$ cat config.mk
export PLATFORM = sky130hd
export DESIGN_NAME = ptp_fine_clock
export DESIGN_NICKNAME = d
export VERILOG_FILES = /design/src/rtl/ptp_time_pkg.sv /design/src/rtl/ptp_reg_file.sv /design/src/rtl/ptp_rate_accum.sv /design/src/rtl/ptp_tod.sv /design/src/rtl/ptp_pulse_gen.sv /design/src/rtl/ptp_fine_clock.sv
export SDC_FILE = /design/constraint.sdc
export NUM_CORES = 1
export LEC_CHECK = 0
export BUFFER_PORTS_ARGS = -buffer_cell sky130_fd_sc_hd__clkbuf_2
export CORE_ASPECT_RATIO = 1.4
export CORE_MARGIN = 3
export CORE_UTILIZATION = 34
export CTS_BUF_LIST = sky130_fd_sc_hd__clkbuf_4 sky130_fd_sc_hd__clkbuf_8
export DETAILED_ROUTE_END_ITERATION = 8
export GPL_TIMING_DRIVEN = 0
export SYNTH_ARGS = -nofsm -noshare
export SYNTH_HDL_FRONTEND = slang
export SYNTH_SLANG_ARGS = --single-unit
$ cat constraint.sdc
create_clock -name clk -period 9.9 [get_ports clk]
set_input_delay 1.98 -clock clk [delete_from_list [all_inputs] [get_ports clk]]
set_output_delay 1.98 -clock clk [all_outputs]
set_load 0.05 [all_outputs]
$ cat src/rtl/ptp_time_pkg.sv
package ptp_time_pkg;
  localparam int DATA_W = 32;
  localparam int ADDR_W = 3;

  localparam logic [ADDR_W-1:0] RA_CTRL    = 3'd0;
  localparam logic [ADDR_W-1:0] RA_ADDEND  = 3'd1;
  localparam logic [ADDR_W-1:0] RA_INCR    = 3'd2;
  localparam logic [ADDR_W-1:0] RA_UPD_SEC = 3'd3;
  localparam logic [ADDR_W-1:0] RA_UPD_SUB = 3'd4;
  localparam logic [ADDR_W-1:0] RA_TGT_SEC = 3'd5;
  localparam logic [ADDR_W-1:0] RA_TGT_SUB = 3'd6;
  localparam logic [ADDR_W-1:0] RA_ACT_ADD = 3'd7;

  localparam int CB_RUN    = 0;
  localparam int CB_ADD_LD = 1;
  localparam int CB_T_INIT = 2;
  localparam int CB_T_ADJ  = 3;
  localparam int CB_ARM    = 4;
  localparam int CB_SEL_LO = 8;

  typedef struct packed {
    logic add_ld;
    logic t_init;
    logic t_adj;
  } cmd_t;
endpackage

$ cat src/rtl/ptp_reg_file.sv
module ptp_reg_file import ptp_time_pkg::*; #(
  parameter int SEC_W = 32,
  parameter int SUB_W = 31,
  parameter int ACC_W = 32,
  parameter int INC_W = 8,
  parameter int SEL_W = 4
) (
  input  logic              clk,
  input  logic              rst_n,
  input  logic              wr_en,
  input  logic [ADDR_W-1:0] wr_addr,
  input  logic [DATA_W-1:0] wr_data,
  input  logic [ADDR_W-1:0] rd_addr,
  output logic [DATA_W-1:0] rd_data,
  input  logic              fire_i,
  output logic              run_o,
  output logic [ACC_W-1:0]  addend_o,
  output logic [INC_W-1:0]  inc_o,
  output logic [SEC_W-1:0]  upd_sec_o,
  output logic [SUB_W-1:0]  upd_mag_o,
  output logic              upd_neg_o,
  output logic [SEC_W-1:0]  tgt_sec_o,
  output logic [SUB_W-1:0]  tgt_sub_o,
  output logic [SEL_W-1:0]  sel_o,
  output cmd_t              cmd_o,
  output logic              arm_o
);
  logic             ctrl_wr;
  logic             run_q, run_d;
  logic [SEL_W-1:0] sel_q, sel_d;
  cmd_t             cmd_q, cmd_d;
  logic             arm_q, arm_d;
  logic [ACC_W-1:0] add_sh_q, add_sh_d, add_act_q, add_act_d;
  logic [INC_W-1:0] inc_q, inc_d;
  logic [SEC_W-1:0] usec_q, usec_d, tsec_q, tsec_d;
  logic [SUB_W-1:0] umag_q, umag_d, tsub_q, tsub_d;
  logic             uneg_q, uneg_d;

  assign ctrl_wr = wr_en && (wr_addr == RA_CTRL);

  always_comb begin
    run_d        = run_q;
    sel_d        = sel_q;
    cmd_d.add_ld = ctrl_wr && wr_data[CB_ADD_LD];
    cmd_d.t_init = ctrl_wr && wr_data[CB_T_INIT];
    cmd_d.t_adj  = ctrl_wr && wr_data[CB_T_ADJ];
    arm_d        = (arm_q && !fire_i) || (ctrl_wr && wr_data[CB_ARM]);
    add_sh_d     = add_sh_q;
    inc_d        = inc_q;
    usec_d       = usec_q;
    umag_d       = umag_q;
    uneg_d       = uneg_q;
    tsec_d       = tsec_q;
    tsub_d       = tsub_q;
    if (ctrl_wr) begin
      run_d = wr_data[CB_RUN];
      sel_d = wr_data[CB_SEL_LO +: SEL_W];
    end
    if (wr_en) begin
      case (wr_addr)
        RA_ADDEND:  add_sh_d = wr_data[ACC_W-1:0];
        RA_INCR:    inc_d    = wr_data[INC_W-1:0];
        RA_UPD_SEC: usec_d   = wr_data[SEC_W-1:0];
        RA_UPD_SUB: begin
          umag_d = wr_data[SUB_W-1:0];
          uneg_d = wr_data[DATA_W-1];
        end
        RA_TGT_SEC: tsec_d   = wr_data[SEC_W-1:0];
        RA_TGT_SUB: tsub_d   = wr_data[SUB_W-1:0];
        default: ;
      endcase
    end
    add_act_d = cmd_q.add_ld ? add_sh_q : add_act_q;
  end

  always_ff @(posedge clk or negedge rst_n) begin
    if (!rst_n) begin
      run_q     <= 1'b0;
      sel_q     <= '0;
      cmd_q     <= '0;
      arm_q     <= 1'b0;
      add_sh_q  <= '0;
      add_act_q <= '0;
      inc_q     <= '0;
      usec_q    <= '0;
      umag_q    <= '0;
      uneg_q    <= 1'b0;
      tsec_q    <= '0;
      tsub_q    <= '0;
    end else begin
      run_q     <= run_d;
      sel_q     <= sel_d;
      cmd_q     <= cmd_d;
      arm_q     <= arm_d;
      add_sh_q  <= add_sh_d;
      add_act_q <= add_act_d;
      inc_q     <= inc_d;
      usec_q    <= usec_d;
      umag_q    <= umag_d;
      uneg_q    <= uneg_d;
      tsec_q    <= tsec_d;
      tsub_q    <= tsub_d;
    end
  end

  always_comb begin
    rd_data = '0;
    case (rd_addr)
      RA_CTRL: begin
        rd_data[CB_RUN]              = run_q;
        rd_data[CB_ADD_LD]           = cmd_q.add_ld;
        rd_data[CB_T_INIT]           = cmd_q.t_init;
        rd_data[CB_T_ADJ]            = cmd_q.t_adj;
        rd_data[CB_ARM]              = arm_q;
        rd_data[CB_SEL_LO +: SEL_W]  = sel_q;
      end
      RA_ADDEND:  rd_data[ACC_W-1:0] = add_sh_q;
      RA_INCR:    rd_data[INC_W-1:0] = inc_q;
      RA_UPD_SEC: rd_data[SEC_W-1:0] = usec_q;
      RA_UPD_SUB: begin
        rd_data[SUB_W-1:0]  = umag_q;
        rd_data[DATA_W-1]   = uneg_q;
      end
      RA_TGT_SEC: rd_data[SEC_W-1:0] = tsec_q;
      RA_TGT_SUB: rd_data[SUB_W-1:0] = tsub_q;
      RA_ACT_ADD: rd_data[ACC_W-1:0] = add_act_q;
      default: ;
    endcase
  end

  assign run_o     = run_q;
  assign addend_o  = add_act_q;
  assign inc_o     = inc_q;
  assign upd_sec_o = usec_q;
  assign upd_mag_o = umag_q;
  assign upd_neg_o = uneg_q;
  assign tgt_sec_o = tsec_q;
  assign tgt_sub_o = tsub_q;
  assign sel_o     = sel_q;
  assign cmd_o     = cmd_q;
  assign arm_o     = arm_q;

  // The staged addend only reaches the accumulator through the reload command
  assert_addend_apply_R5: assert property (@(posedge clk) disable iff (!rst_n)
    cmd_q.add_ld |=> (add_act_q == $past(add_sh_q)));
  assert_addend_hold_R5: assert property (@(posedge clk) disable iff (!rst_n)
    !cmd_q.add_ld |=> $stable(add_act_q));
endmodule

$ cat src/rtl/ptp_rate_accum.sv
module ptp_rate_accum #(
  parameter int ACC_W = 32
) (
  input  logic             clk,
  input  logic             rst_n,
  input  logic             run_i,
  input  logic [ACC_W-1:0] addend_i,
  output logic             tick_o
);
  logic [ACC_W-1:0] acc_q, acc_d;
  logic [ACC_W:0]   sum;

  always_comb begin
    sum    = {1'b0, acc_q} + {1'b0, addend_i};
    acc_d  = run_i ? sum[ACC_W-1:0] : acc_q;
    tick_o = run_i && sum[ACC_W];
  end

  always_ff @(posedge clk or negedge rst_n) begin
    if (!rst_n) acc_q <= '0;
    else        acc_q <= acc_d;
  end

  // A carry leaves a residue below the addend; a non-carry step leaves one at or above it
  assert_carry_residue_R2: assert property (@(posedge clk) disable iff (!rst_n)
    tick_o |=> (acc_q < $past(addend_i)));
  assert_nocarry_residue_R2: assert property (@(posedge clk) disable iff (!rst_n)
    (run_i && !tick_o) |=> (acc_q >= $past(addend_i)));
endmodule

$ cat src/rtl/ptp_tod.sv
module ptp_tod #(
  parameter int SEC_W = 32,
  parameter int SUB_W = 31,
  parameter int INC_W = 8
) (
  input  logic             clk,
  input  logic             rst_n,
  input  logic             tick_i,
  input  logic [INC_W-1:0] inc_i,
  input  logic             init_i,
  input  logic             adj_i,
  input  logic [SEC_W-1:0] upd_sec_i,
  input  logic [SUB_W-1:0] upd_mag_i,
  input  logic             upd_neg_i,
  output logic [SEC_W-1:0] sec_o,
  output logic [SUB_W-1:0] sub_o
);
  localparam int TW = SEC_W + SUB_W;

  logic [SEC_W-1:0] sec_q, sec_d;
  logic [SUB_W-1:0] sub_q, sub_d;
  logic [SUB_W:0]   step, sum_a, diff_s;

  always_comb begin
    step   = {1'b0, sub_q} + {{(SUB_W+1-INC_W){1'b0}}, inc_i};
    sum_a  = {1'b0, sub_q} + {1'b0, upd_mag_i};
    diff_s = {1'b0, sub_q} - {1'b0, upd_mag_i};
    sec_d  = sec_q;
    sub_d  = sub_q;
    if (init_i) begin
      sec_d = upd_sec_i;
      sub_d = upd_mag_i;
    end else if (adj_i) begin
      if (upd_neg_i) begin
        sub_d = diff_s[SUB_W-1:0];
        sec_d = sec_q - upd_sec_i - SEC_W'(diff_s[SUB_W]);
      end else begin
        sub_d = sum_a[SUB_W-1:0];
        sec_d = sec_q + upd_sec_i + SEC_W'(sum_a[SUB_W]);
      end
    end else if (tick_i) begin
      sub_d = step[SUB_W-1:0];
      sec_d = sec_q + SEC_W'(step[SUB_W]);
    end
  end

  always_ff @(posedge clk or negedge rst_n) begin
    if (!rst_n) begin
      sec_q <= '0;
      sub_q <= '0;
    end else begin
      sec_q <= sec_d;
      sub_q <= sub_d;
    end
  end

  assign sec_o = sec_q;
  assign sub_o = sub_q;

  // Joined as one number, the time grows by exactly the increment per tick (covers the wrap of R4)
  assert_tick_step_R3: assert property (@(posedge clk) disable iff (!rst_n)
    (tick_i && !init_i && !adj_i) |=>
      ({sec_q, sub_q} == $past({sec_q, sub_q}) + TW'($past(inc_i))));
  assert_init_load_R6: assert property (@(posedge clk) disable iff (!rst_n)
    init_i |=> (sec_q == $past(upd_sec_i)) && (sub_q == $past(upd_mag_i)));
  assert_update_add_R7: assert property (@(posedge clk) disable iff (!rst_n)
    (adj_i && !init_i && !upd_neg_i) |=>
      ({sec_q, sub_q} == $past({sec_q, sub_q}) + $past({upd_sec_i, upd_mag_i})));
  assert_update_sub_R8: assert property (@(posedge clk) disable iff (!rst_n)
    (adj_i && !init_i && upd_neg_i) |=>
      ({sec_q, sub_q} == $past({sec_q, sub_q}) - $past({upd_sec_i, upd_mag_i})));
endmodule

$ cat src/rtl/ptp_pulse_gen.sv
module ptp_pulse_gen #(
  parameter int SEC_W = 32,
  parameter int SUB_W = 31,
  parameter int SEL_W = 4
) (
  input  logic             clk,
  input  logic             rst_n,
  input  logic [SEC_W-1:0] sec_i,
  input  logic [SUB_W-1:0] sub_i,
  input  logic [SEL_W-1:0] sel_i,
  input  logic             arm_i,
  input  logic [SEC_W-1:0] tgt_sec_i,
  input  logic [SUB_W-1:0] tgt_sub_i,
  output logic             pps_o,
  output logic             fire_o,
  output logic             trig_o
);
  localparam int SEL_TOP = (1 << SEL_W) - 1;
  localparam int SEL_LIM = ((SUB_W - 1) < SEL_TOP) ? (SUB_W - 1) : SEL_TOP;

  logic [SEL_LIM:0] taps;
  logic [SEL_W-1:0] sel_c;
  logic             reached;
  logic             trig_q, trig_d;

  for (genvar k = 0; k <= SEL_LIM; k++) begin : g_tap
    assign taps[k] = sub_i[SUB_W-1-k];
  end

  always_comb begin
    sel_c   = (int'(sel_i) > SEL_LIM) ? SEL_W'(SEL_LIM) : sel_i;
    pps_o   = taps[sel_c];
    reached = (sec_i > tgt_sec_i) || ((sec_i == tgt_sec_i) && (sub_i >= tgt_sub_i));
    fire_o  = arm_i && reached;
    trig_d  = fire_o;
  end

  always_ff @(posedge clk or negedge rst_n) begin
    if (!rst_n) trig_q <= 1'b0;
    else        trig_q <= trig_d;
  end

  assign trig_o = trig_q;

  assert_fire_reached_R10: assert property (@(posedge clk) disable iff (!rst_n)
    trig_q |-> $past({sec_i, sub_i} >= {tgt_sec_i, tgt_sub_i}));
  assert_fire_armed_R10: assert property (@(posedge clk) disable iff (!rst_n)
    trig_q |-> $past(arm_i));
endmodule

$ cat src/rtl/ptp_fine_clock.sv
module ptp_fine_clock import ptp_time_pkg::*; #(
  parameter int SEC_W = 32,
  parameter int SUB_W = 31,
  parameter int ACC_W = 32,
  parameter int INC_W = 8,
  parameter int SEL_W = 4
) (
  input  logic              clk,
  input  logic              rst_n,
  input  logic              wr_en,
  input  logic [ADDR_W-1:0] wr_addr,
  input  logic [DATA_W-1:0] wr_data,
  input  logic [ADDR_W-1:0] rd_addr,
  output logic [DATA_W-1:0] rd_data,
  output logic [SEC_W-1:0]  tod_sec,
  output logic [SUB_W-1:0]  tod_subsec,
  output logic              pps_out,
  output logic              trig_out
);
  logic             run;
  logic [ACC_W-1:0] addend;
  logic [INC_W-1:0] inc;
  logic [SEC_W-1:0] upd_sec, tgt_sec;
  logic [SUB_W-1:0] upd_mag, tgt_sub;
  logic             upd_neg;
  logic [SEL_W-1:0] sel;
  cmd_t             cmd;
  logic             arm, fire, tick;

  ptp_reg_file #(.SEC_W(SEC_W), .SUB_W(SUB_W), .ACC_W(ACC_W), .INC_W(INC_W), .SEL_W(SEL_W)) u_regs (
    .clk(clk), .rst_n(rst_n), .wr_en(wr_en), .wr_addr(wr_addr), .wr_data(wr_data),
    .rd_addr(rd_addr), .rd_data(rd_data), .fire_i(fire), .run_o(run), .addend_o(addend),
    .inc_o(inc), .upd_sec_o(upd_sec), .upd_mag_o(upd_mag), .upd_neg_o(upd_neg),
    .tgt_sec_o(tgt_sec), .tgt_sub_o(tgt_sub), .sel_o(sel), .cmd_o(cmd), .arm_o(arm)
  );

  ptp_rate_accum #(.ACC_W(ACC_W)) u_accum (
    .clk(clk), .rst_n(rst_n), .run_i(run), .addend_i(addend), .tick_o(tick)
  );

  ptp_tod #(.SEC_W(SEC_W), .SUB_W(SUB_W), .INC_W(INC_W)) u_tod (
    .clk(clk), .rst_n(rst_n), .tick_i(tick), .inc_i(inc), .init_i(cmd.t_init),
    .adj_i(cmd.t_adj), .upd_sec_i(upd_sec), .upd_mag_i(upd_mag), .upd_neg_i(upd_neg),
    .sec_o(tod_sec), .sub_o(tod_subsec)
  );

  ptp_pulse_gen #(.SEC_W(SEC_W), .SUB_W(SUB_W), .SEL_W(SEL_W)) u_pulse (
    .clk(clk), .rst_n(rst_n), .sec_i(tod_sec), .sub_i(tod_subsec), .sel_i(sel),
    .arm_i(arm), .tgt_sec_i(tgt_sec), .tgt_sub_i(tgt_sub), .pps_o(pps_out),
    .fire_o(fire), .trig_o(trig_out)
  );

  assert_hold_stopped_R11: assert property (@(posedge clk) disable iff (!rst_n)
    (!run && !cmd.t_init && !cmd.t_adj) |=> ($stable(tod_sec) && $stable(tod_subsec)));
endmodule

== Yosys cells after proc, flatten, opt, wreduce, memory -nomap -nowiden ==
Cells that the tools add are included.

* Input bits: 41
* Logic and storage cells: 80
* Flip-flop bits (word level): 304
* Output and inout bits: 97

* $lt $le $gt $ge: 3
* $add $sub $neg: 9
* Mux-type cells: 15
* Equality and inequality tests: 14
* Reductions and logical operators: 21

{| class="wikitable"
|+ Operators with widths
! cell !! count
|-
| $mux 32 || 4
|-
| $mux 31 || 4
|-
| $pmux 19 s6 || 1
|-
| $add 32x1->32 || 2
|-
| $pmux 5 s8 || 1
|-
| $add 32x32->33 || 1
|-
| $add 31x31->32 || 1
|-
| $add 31x8->32 || 1
|-
| $add 32x32->32 || 1
|-
| $eq 32x32->1 || 1
|-
| $gt 32x32->1 || 1
|-
| $sub 31x31->32 || 1
|-
| $sub 32x1->32 || 1
|-
| $sub 32x32->32 || 1
|-
| $ge 31x31->1 || 1
|-
| $pmux 4 s7 || 1
|-
| $eq 3x3->1 const B || 7
|-
| $pmux 3 s7 || 1
|-
| $eq 3x2->1 const B || 4
|-
| $reduce_and 2->1 || 6
|-
| $logic_and 1x1->1 || 9
|-
| $eq 3x1->1 const B || 2
|-
| $logic_not 3->1 || 2
|-
| $lt 4x5->1 const B || 1
|-
| other kinds (6) || 7
|}

== Logic depth before layout (Yosys ltp) ==
Gate-level depths: netlist of the first run.

* Depth in word-level cells: 7
* Mapped depth: 28
* Gate-level depth less buffers: 27

== Cells and area by module ==
From an unflattened synthesis of the first run, not the netlist that was laid out.

* Cell total of the unflattened synthesis: 2,837
* Area total of the unflattened synthesis: 26,020.0 um^2

{| class="wikitable"
|+ By module, submodules not included
! module !! cells an instance !! area an instance (um^2) !! seq. area each (um^2) !! instances
|-
| ptp_tod || 1,646 || 11,863.9 || 1,576.5 || 1
|-
| ptp_reg_file || 659 || 9,546.7 || 5,205.0 || 1
|-
| ptp_rate_accum || 306 || 2,870.3 || 800.8 || 1
|-
| ptp_pulse_gen || 226 || 1,739.2 || 25.0 || 1
|}

== Least setup slack after synthesis of the first run ==
Ideal clock, no wire load.

* Kind: in2out
* Start point: in rd_addr[0]
* End point: out rd_data[11]
* Path buffers: 3
* Required time: 7.920 ns
* Arrival: 4.261 ns
* Stages: 7
* Setup slack: 3.659 ns
* Path through: clkbuf_1 clkbuf_1 buf_1 mux2i_1 nor2_1 a21oi_1 o21ai_0

* Word-level cells in the longest chain between the ends: 2
* Elaborated cells between the ends (all ways): 8
* Classes of those cells: 6 x eq/ne; 1 x mux; 1 x reduce/logical

{| class="wikitable"
|+ Ends and longest elaborated chain
! element !! line !! source
|-
| start, declared || ptp_fine_clock.sv:13 || <nowiki>input logic [ADDR_W-1:0] rd_addr,</nowiki>
|-
| $eq 3x3->1 (tied with other cells) || ptp_reg_file.sv:108 || <nowiki>case (rd_addr)</nowiki>
|-
| $pmux 4 s7 (*) || ptp_reg_file.sv:108 ||
|-
| end, declared || ptp_fine_clock.sv:14 || <nowiki>output logic [DATA_W-1:0] rd_data,</nowiki>
|}

Mark *: on every way between the ends. The rest lies on a longest branch, timed or not.

== Worst setup path in the final report of the first run ==
* Start point: reg u_regs.umag_q[1], in the netlist u_regs.upd_mag_o[1]
* End point: reg u_tod.sec_q[26], in the netlist u_tod.sec_o[26]

* Word-level cells in the longest chain between the ends: 5
* Elaborated cells between the ends (all ways): 7
* Classes of those cells: 4 x add/sub; 3 x mux

{| class="wikitable"
|+ Ends and longest elaborated chain
! element !! line !! source
|-
| start, declared || ptp_reg_file.sv:36 || <nowiki>logic [SUB_W-1:0] umag_q, umag_d, tsub_q, tsub_d;</nowiki>
|-
| start signal, assigned || ptp_reg_file.sv:99 || <nowiki>umag_q <= umag_d;</nowiki>
|-
| $add 31x31->32 or $sub 31x31->32 (tied branches) || ptp_tod.sv:26, ptp_tod.sv:27 ||
|-
| $add 32x1->32 or $sub 32x1->32 (tied branches) || ptp_tod.sv:39, ptp_tod.sv:36 ||
|-
| $mux 32 (*) || ptp_tod.sv:34 || <nowiki>if (upd_neg_i) begin</nowiki>
|-
| $mux 32 (*) || ptp_tod.sv:33 || <nowiki>end else if (adj_i) begin</nowiki>
|-
| $mux 32 (*) || ptp_tod.sv:30 || <nowiki>if (init_i) begin</nowiki>
|-
| end signal, assigned || ptp_tod.sv:49 || <nowiki>sec_q <= '0;</nowiki>
|-
| end signal, assigned || ptp_tod.sv:52 || <nowiki>sec_q <= sec_d;</nowiki>
|-
| end, declared || ptp_tod.sv:20 || <nowiki>logic [SEC_W-1:0] sec_q, sec_d;</nowiki>
|}

Marks and branches as above.
A chain may end at the register's enable or synchronous reset.

==> impl_metrics.json, run 1 <==
{
  "synth_nets": 3214,
  "area_delta_synth_final_pct": 12.0,
  "die_h_um": 331,
  "grt_pass1_vias": 24200,
  "drc": 0,
  "port_buffers": 133,
  "avgSynthCellArea_um2": 8.80,
  "cts_tree": "built",
  "dieWidth_um": 238,
  "finalCritPeriodShare": 0.805,
  "vdd_drop_max_mv": 0.162,
  "async_flop_share": 1.00,
  "status": "completed",
  "synth_top_cell_by_area": "dfrtp_1",
  "grt.total_usage": 0.260,
  "dieArea_mm2": 0.0786,
  "worst_slack_ps": 1930,
  "hold_path_class": "reg2reg",
  "endpoint_kind": "flop",
  "cts_buffers": 47,
  "synthTopCellsByArea": "dfrtp_1, ha_1, mux2_2",
  "critPathLaunch": "u_regs.upd_mag_o[1]$_DFFE_PN0P_",
  "syn_area_mm2": 0.0256,
  "clock_path_buffers": 3,
  "grt_setup_unrepaired": "false",
  "tightestPinTransition_ps": 1270,
  "antenna_found_initial": 4,
  "routedWlPerCell_um": 25.5,
  "fillers": 7653,
  "placedCellCount": 4005,
  "r2r_end": "u_tod.sec_o[26]$_DFFE_PN0P_",
  "cts.repair.resized": 0,
  "synth.distinct_cells": 89,
  "leakagePower_uw": 0.0127,
  "cp.required_ps": 10470,
  "power_uw": 9890,
  "clock_sinks": 304,
  "place_congestion": 1.01,
  "synth_seq_cells": 304,
  "cts_setup_buffers": 0,
  "htreeDepth": 2,
  "core-area_mm2": 0.0743,
  "viasPerCell": 5.83,
  "hold_ws_ps": 485,
  "cts_hold_buf": 0,
  "ys.flop_type": "dfrtp_1",
  "skew_ps": 44.2,
  "drt_first_pass_iters": 6,
  "synth_cells": 2908,
  "path_class": "reg2reg",
  "rrSetupSlack_ps": 1930,
  "dp_hpwl_um": 84400,
  "overflow": 0,
  "drt_iter0_drc": 1867,
  "postRouteAntennaNets": 0,
  "root_buffer": "clkbuf_8",
  "critPathArrivalTime_ps": 8540,
  "relSlewSlack": 0.152,
  "fmax_mhz": 125,
  "start_kind": "flop",
  "nNetsFinal": 3400,
  "fin_cells": 4093,
  "synth_edf_count": 0,
  "p_per_area_mw_per_mm2": 345,
  "grt_start_max_net_pins": 101,
  "ys_seq_area_frac": 0.297,
  "ys_warn_count": 0,
  "fin_crit_ps": 7970,
  "fin_tns_setup_ps": 0,
  "synth_top_area_share": 0.297,
  "timing.final.max_slew_violations": 0,
  "ios": 138,
  "drv_cap": 0,
  "worstSetupEndpoint": "u_tod.sec_o[26]$_DFFE_PN0P_",
  "drive_gt1_frac": 0.148,
  "timing.rr.start": "u_regs.upd_mag_o[1]$_DFFE_PN0P_",
  "critPathMaxFanout": 6,
  "grt_pass1_wl_um": 153000,
  "clkSlewWorstSetupHoldPaths_ps": 70,
  "vias": 23900,
  "finalHoldViolations": 0,
  "routed_wirelength_um": 104000,
  "rows": 118,
  "reg2regPathDepth": 26,
  "setup_viol_count_final": 0,
  "place_ws_ps": 2020,
  "initial_core_util": 0.344,
  "clkLatencyLatePin_ps": 660
}
cell usage in the layout (no fill, tap or decap), types with 14 or more instances in the layout:
| master | instances |
|---|---|
| nor4_1 | 22 |
| o221ai_1 | 14 |
| clkbuf_8 | 62 |
| o22ai_1 | 21 |
| nand3_1 | 57 |
| dfrtp_1 | 304 |
| and3_1 | 22 |
| nor2b_1 | 36 |
| o21a_1 | 17 |
| nand2b_1 | 20 |
| o21ai_0 | 171 |
| a21oi_1 | 224 |
| a31oi_1 | 23 |
| inv_1 | 268 |
| xor2_1 | 34 |
| a22oi_1 | 70 |
| mux2_2 | 195 |
| clkbuf_1 | 109 |
| nand2_1 | 188 |
| a211oi_1 | 38 |
| xnor2_1 | 113 |
| o31ai_1 | 18 |
| a21o_1 | 80 |
| clkbuf_2 | 132 |
| nor2_1 | 187 |
| or3_1 | 14 |
| o21bai_1 | 29 |
| mux2i_1 | 20 |
| o211ai_1 | 33 |
| nor3_1 | 48 |
| nand4_1 | 35 |
| ha_1 | 257 |
worst max-delay path, cell delays in order, from the launching register on:
cell,delay (ps)
dfrtp_1,540
inv_1,110
ha_1,300
nor2b_1,170
o211ai_1,130
nand2_1,140
a31oi_1,200
o21ai_0,550
o31ai_1,310
o21a_1,240
o21ai_0,320
a21oi_1,140
o21bai_1,940
fa_1,590
ha_1,210
nor2_1,130
fa_1,230
nand2_1,80
a31oi_1,360
o211ai_1,220
and2_1,250
a32o_1,280
o41ai_2,560
o21bai_1,200
xnor2_1,180
a221o_1,370
o21ai_0,140
report_power, final:
part           total (uW)  leakage, uW  internal, uW  switching [uW]
clock                1230     0.000562           662             567
sequential           2240      0.00365          1620             625
combinational        6420      0.00850          2420            4000
total                9890       0.0127          4700            5190
metrics by stage:
stage	cell area (um^2)	utilization
after floorplan	25600	-
after global placement	27400	0.370
after detailed placement	27600	0.371
after CTS	28600	0.386
after global routing	28700	0.386
final	28700	0.386
sequential cells by signal (all words and copies together) (netlist names):
signal / cells
u_accum.acc_q: 32
u_pulse.trig_o: 1
u_regs.add_sh_q: 32
u_regs.addend_o: 32
u_regs.arm_o: 1
u_regs.cmd_o: 3
u_regs.inc_o: 8
u_regs.run_o: 1
u_regs.sel_o: 4
u_regs.tgt_sec_o: 32
u_regs.tgt_sub_o: 31
u_regs.upd_mag_o: 31
u_regs.upd_neg_o: 1
u_regs.upd_sec_o: 32
u_tod.sec_o: 32
u_tod.sub_o: 31
how the worst min path moves through the flow:
stage / startpoint / to / slack [ps] / cells past startpoint
CTS: u_regs.add_sh_q[1]$_DFFE_PN0P_ / u_regs.addend_o[1]$_DFFE_PN0P_ / 490 / 2
finish: u_regs.add_sh_q[1]$_DFFE_PN0P_ / u_regs.addend_o[1]$_DFFE_PN0P_ / 480 / 2
global route: u_regs.add_sh_q[1]$_DFFE_PN0P_ / u_regs.addend_o[1]$_DFFE_PN0P_ / 520 / 2
global placement: u_regs.add_sh_q[1]$_DFFE_PN0P_ / u_regs.addend_o[1]$_DFFE_PN0P_ / 470 / 2
detailed placement: u_accum.acc_q[27]$_DFFE_PN0P_ / u_accum.acc_q[27]$_DFFE_PN0P_ / 480 / 2
floorplan: u_regs.add_sh_q[1]$_DFFE_PN0P_ / u_regs.addend_o[1]$_DFFE_PN0P_ / 450 / 2
cells by family (layout without fill, tap and decap cells):
kind of cell,count (synthesis),in the layout,synth area share
fa+ha+maj,265,265,0.132
simple gates,688,688,0.129
flops,304,304,0.297
mux,224,224,0.102
xor+xnor,147,147,0.0503
buf+inv,396,617,0.0586
compound gates,884,884,0.231
other cells,0,4,0
area by class of cell:
cell class	instances	area, um^2	area share
diodes	4	10.0	0.000349
plain buffers	126	487	0.0170
clock buffers	68	892	0.0311
clock inverters	16	178	0.00620
inverters	270	1010	0.0354
multi-input cells	2208	16500	0.576
flip-flops and latches	304	7610	0.266
well taps	960	1200	0.0419
repair buffers	137	768	0.0268
layer usage:
metal / global-route usage / vias up / routed length (um)
met2: 0.452 / 936 / 50200
met3: 0.0316 / 338 / 5620
met4: 0.199 / 0 / 9180
met1: 0.292 / 11600 / 39300
li1: - / 11000 / -
met5: 0 / - / 0
synth_stat cells (23+ instances only):
cell and count:
o21ai_0 171, nor2b_1 36, nor2_1 187, nand3_1 57, clkbuf_1 109, nand2_1 188
xnor2_1 113, ha_1 257, mux2_2 195, o211ai_1 33, a31oi_1 23, inv_1 268
o21bai_1 29, xor2_1 34, dfrtp_1 304, nor3_1 50, a22oi_1 70, a211oi_1 38
a21oi_1 224, nand4_1 35, a21o_1 80
(Power assumes the default switching activity.)
==> run 2: changes to the inputs <==
Settings changed: ABC_AREA set to 1.
Clock period 9.9 ns to 6.6 ns, I/O delays scaled along.
==> run 2 against run 1 <==
Clock-buffer cell count grew 4; register-to-register slack got worse by 740 ps; global-route usage up 4.1 points; wire length is 24% higher; non-clock buffer count stayed put; design area grew 6.6%; setup slack got worse by 1300 ps; sequential cell count did not move; clock skew is 5.3 ps lower; power increased by 38%; via count grew 26%; core utilization shrank 0.092 points.
==> impl_metrics.json, run 2 <==
{
  "synth.distinct_cells": 55,
  "synthTopCellsByArea": "dfrtp_1, nand2_1, ha_1",
  "critPathLaunch": "rd_addr[1]",
  "ys.flop_type": "dfrtp_1",
  "crit_top_cell": "clkbuf_2",
  "synth_edf_count": 0,
  "grt_start_max_net_pins": 106,
  "cts_hold_buf": 0,
  "ys_top_cells_by_count": "nand2_1, inv_1, o21ai_0, nor2_1, dfrtp_1",
  "viasPerCell": 5.55,
  "fin_tns_setup_ps": 0,
  "skew_ps": 38.8,
  "syn_area_mm2": 0.0273,
  "async_flop_share": 1.00,
  "relSlewSlack": 0.163,
  "cts_buffers": 48,
  "postRouteAntennaNets": 0,
  "overflow": 0,
  "synth_cells": 4155,
  "cts_setup_buffers": 0,
  "drive_gt1_frac": 0.0699,
  "synth_most_common_cell": "nand2_1",
  "power_switching_share": 0.561,
  "p_int_uw": 5990,
  "final_cell_mix": "nand2_1, inv_1, o21ai_0",
  "core-area_mm2": 0.0794,
  "start_kind": "input pin",
  "critPathMaxFanout": 10,
  "cp.required_ps": 5280,
  "placedCellCount": 5349,
  "cts.repair.resized": 0,
  "slowest_stage": "nor2_1",
  "place_ws_ps": 774,
  "fin_area_mm2": 0.0306,
  "nNetsFinal": 4651,
  "r2r_end": "u_tod.sec_o[28]$_DFFE_PN0P_",
  "synth_top_area_share": 0.278,
  "synth_nets": 4461,
  "tightestPinTransition_ps": 1260,
  "fmax_mhz": 166,
  "clock_path_buffers": 3,
  "drt_first_pass_iters": 6,
  "finalCritPeriodShare": 0.911,
  "vdd_drop_max_mv": 0.419,
  "status": "completed",
  "place_congestion": 1.02,
  "dieWidth_um": 246,
  "power_frac_clock": 0.146,
  "ys_warn_count": 0,
  "antenna_found_initial": 2,
  "synth_seq_cells": 304,
  "routedWlPerCell_um": 23.8,
  "pwr-share-seq": 0.241,
  "root_buffer": "clkbuf_8",
  "grt_pass1_vias": 29400,
  "path_delay_family": "buffers and inverters",
  "cts_tree": "built",
  "timing.rr.start": "u_regs.upd_mag_o[14]$_DFFE_PN0P_",
  "finalHoldViolations": 0,
  "comb_power_share": 0.613,
  "drv_cap": 0,
  "grt.total_usage": 0.301,
  "worst_slack_ps": 590,
  "leakagePower_uw": 0.0154,
  "critPathArrivalTime_ps": 4690,
  "max_stage_delay_ps": 900,
  "grt_pass1_wl_um": 187000,
  "path_cells": "clkbuf_2 -> inv_1 -> nand2_1 -> nor2_1 -> clkinv_1 -> clkbuf_1 -> o22ai_1 -> a21oi_1 -> o211ai_1 -> clkbuf_2",
  "ios": 138,
  "die_h_um": 341,
  "synth_top_cell_by_area": "dfrtp_1",
  "vias": 30200,
  "ys_seq_area_frac": 0.278,
  "initial_core_util": 0.344,
  "hold_path_class": "in2async",
  "clkSlewWorstSetupHoldPaths_ps": 100,
  "grt_setup_unrepaired": "false",
  "fillers": 8867,
  "fin_cells": 5435,
  "htreeDepth": 2,
  "reg2regPathDepth": 33,
  "switchingPower_uw": 7650,
  "path_class": "in2out",
  "fin_crit_ps": 6010,
  "port_buffers": 137,
  "utilization": 0.385,
  "avgSynthCellArea_um2": 6.57,
  "drt_iter0_drc": 2568,
  "routed_wirelength_um": 130000,
  "endpoint_kind": "output pin",
  "setup_viol_count_final": 0,
  "clock_sinks": 304,
  "mostFrequentLayoutCell": "nand2_1",
  "clkLatencyLatePin_ps": 670,
  "p_per_area_mw_per_mm2": 446,
  "area_delta_synth_final_pct": 11.8,
  "placed_area_mm2": 0.0294,
  "dieArea_mm2": 0.0838,
  "critPathBufInv": 5,
  "drc": 0,
  "timing.final.max_slew_violations": 0,
  "rows": 122,
  "rrSetupSlack_ps": 1190,
  "dp_hpwl_um": 106000
}
-- run 2: cell count changes in the layout (fill, tap and decap cells not counted), moves of 65 or more --
cell,before,now
inv_1,268,560
a21o_1,80,15
mux2_2,195,24
a21oi_1,224,295
nor2_1,187,338
xnor2_1,113,12
o21ai_0,171,367
nand3_1,57,276
nand2_1,188,1114
-- run 2: cells by family (layout without fill, tap and decap cells) --
kind of cell,Yosys count,in the layout,synth area share
other,0,1,0
DFF,304,304,0.278
muxes,24,24,0.00989
xor gates and xnor gates,48,48,0.0154
AOI/OAI and AO/OA,913,913,0.185
and+or+nand+nor,1899,1899,0.290
adders and majority gates,265,265,0.124
buffers and inverters,702,927,0.0974
-- run 2: routing by layer --
layer / wire length, um / global-route usage
met1: 48800 / 0.345
met2: 60800 / 0.509
met3: 8100 / 0.0382
met4: 11800 / 0.229
met5: 17 / 0
-- run 2: final cells by class --
class / instances / area [um^2] / share of cell area
Tap cell: 1054 / 1320 / 0.0432
Clock buffer: 72 / 903 / 0.0296
Antenna cell: 1 / 2.50 / 0.0000819
Clock inverter: 13 / 230 / 0.00754
Timing Repair Buffer: 140 / 777 / 0.0254
Inverter: 579 / 2170 / 0.0711
Sequential cell: 304 / 7610 / 0.249
Multi-Input combinational cell: 3149 / 17100 / 0.558
Buffer: 123 / 487 / 0.0159
-- run 2: power by group through the flow --
stage / registers, uW / logic (uW) / clock network (uW)
after floorplan: 3340 / 5390 / 0
after global placement: 3250 / 8120 / 0
after detailed placement: 3270 / 8190 / 0
after CTS: 3230 / 8230 / 2000
after global routing: 3320 / 9270 / 2070
final: 3280 / 8370 / 1990
-- run 2: worst max-delay path by stage --
stage                             endpoint  slack (ps)  cells after the start
2_1_floorplan  u_tod.sec_o[30]$_DFFE_PN0P_        2320                     32
3_3_place_gp   u_tod.sec_o[25]$_DFFE_PN0P_       -2860                      1
3_5_place_dp                   rd_data[20]         770                     10
4_1_cts                        rd_data[20]         760                     10
5_1_grt        u_tod.sec_o[28]$_DFFE_PN0P_         710                     33
6_report                       rd_data[20]         590                     10
-- run 2: stage by stage --
step | total power [uW] | hold slack [ps]
CTS | 13500 | 428
finish | 13600 | 449
detailed placement | 11500 | 466
floorplan | 8730 | 442
global route | 14700 | 456
global placement | 11400 | 457
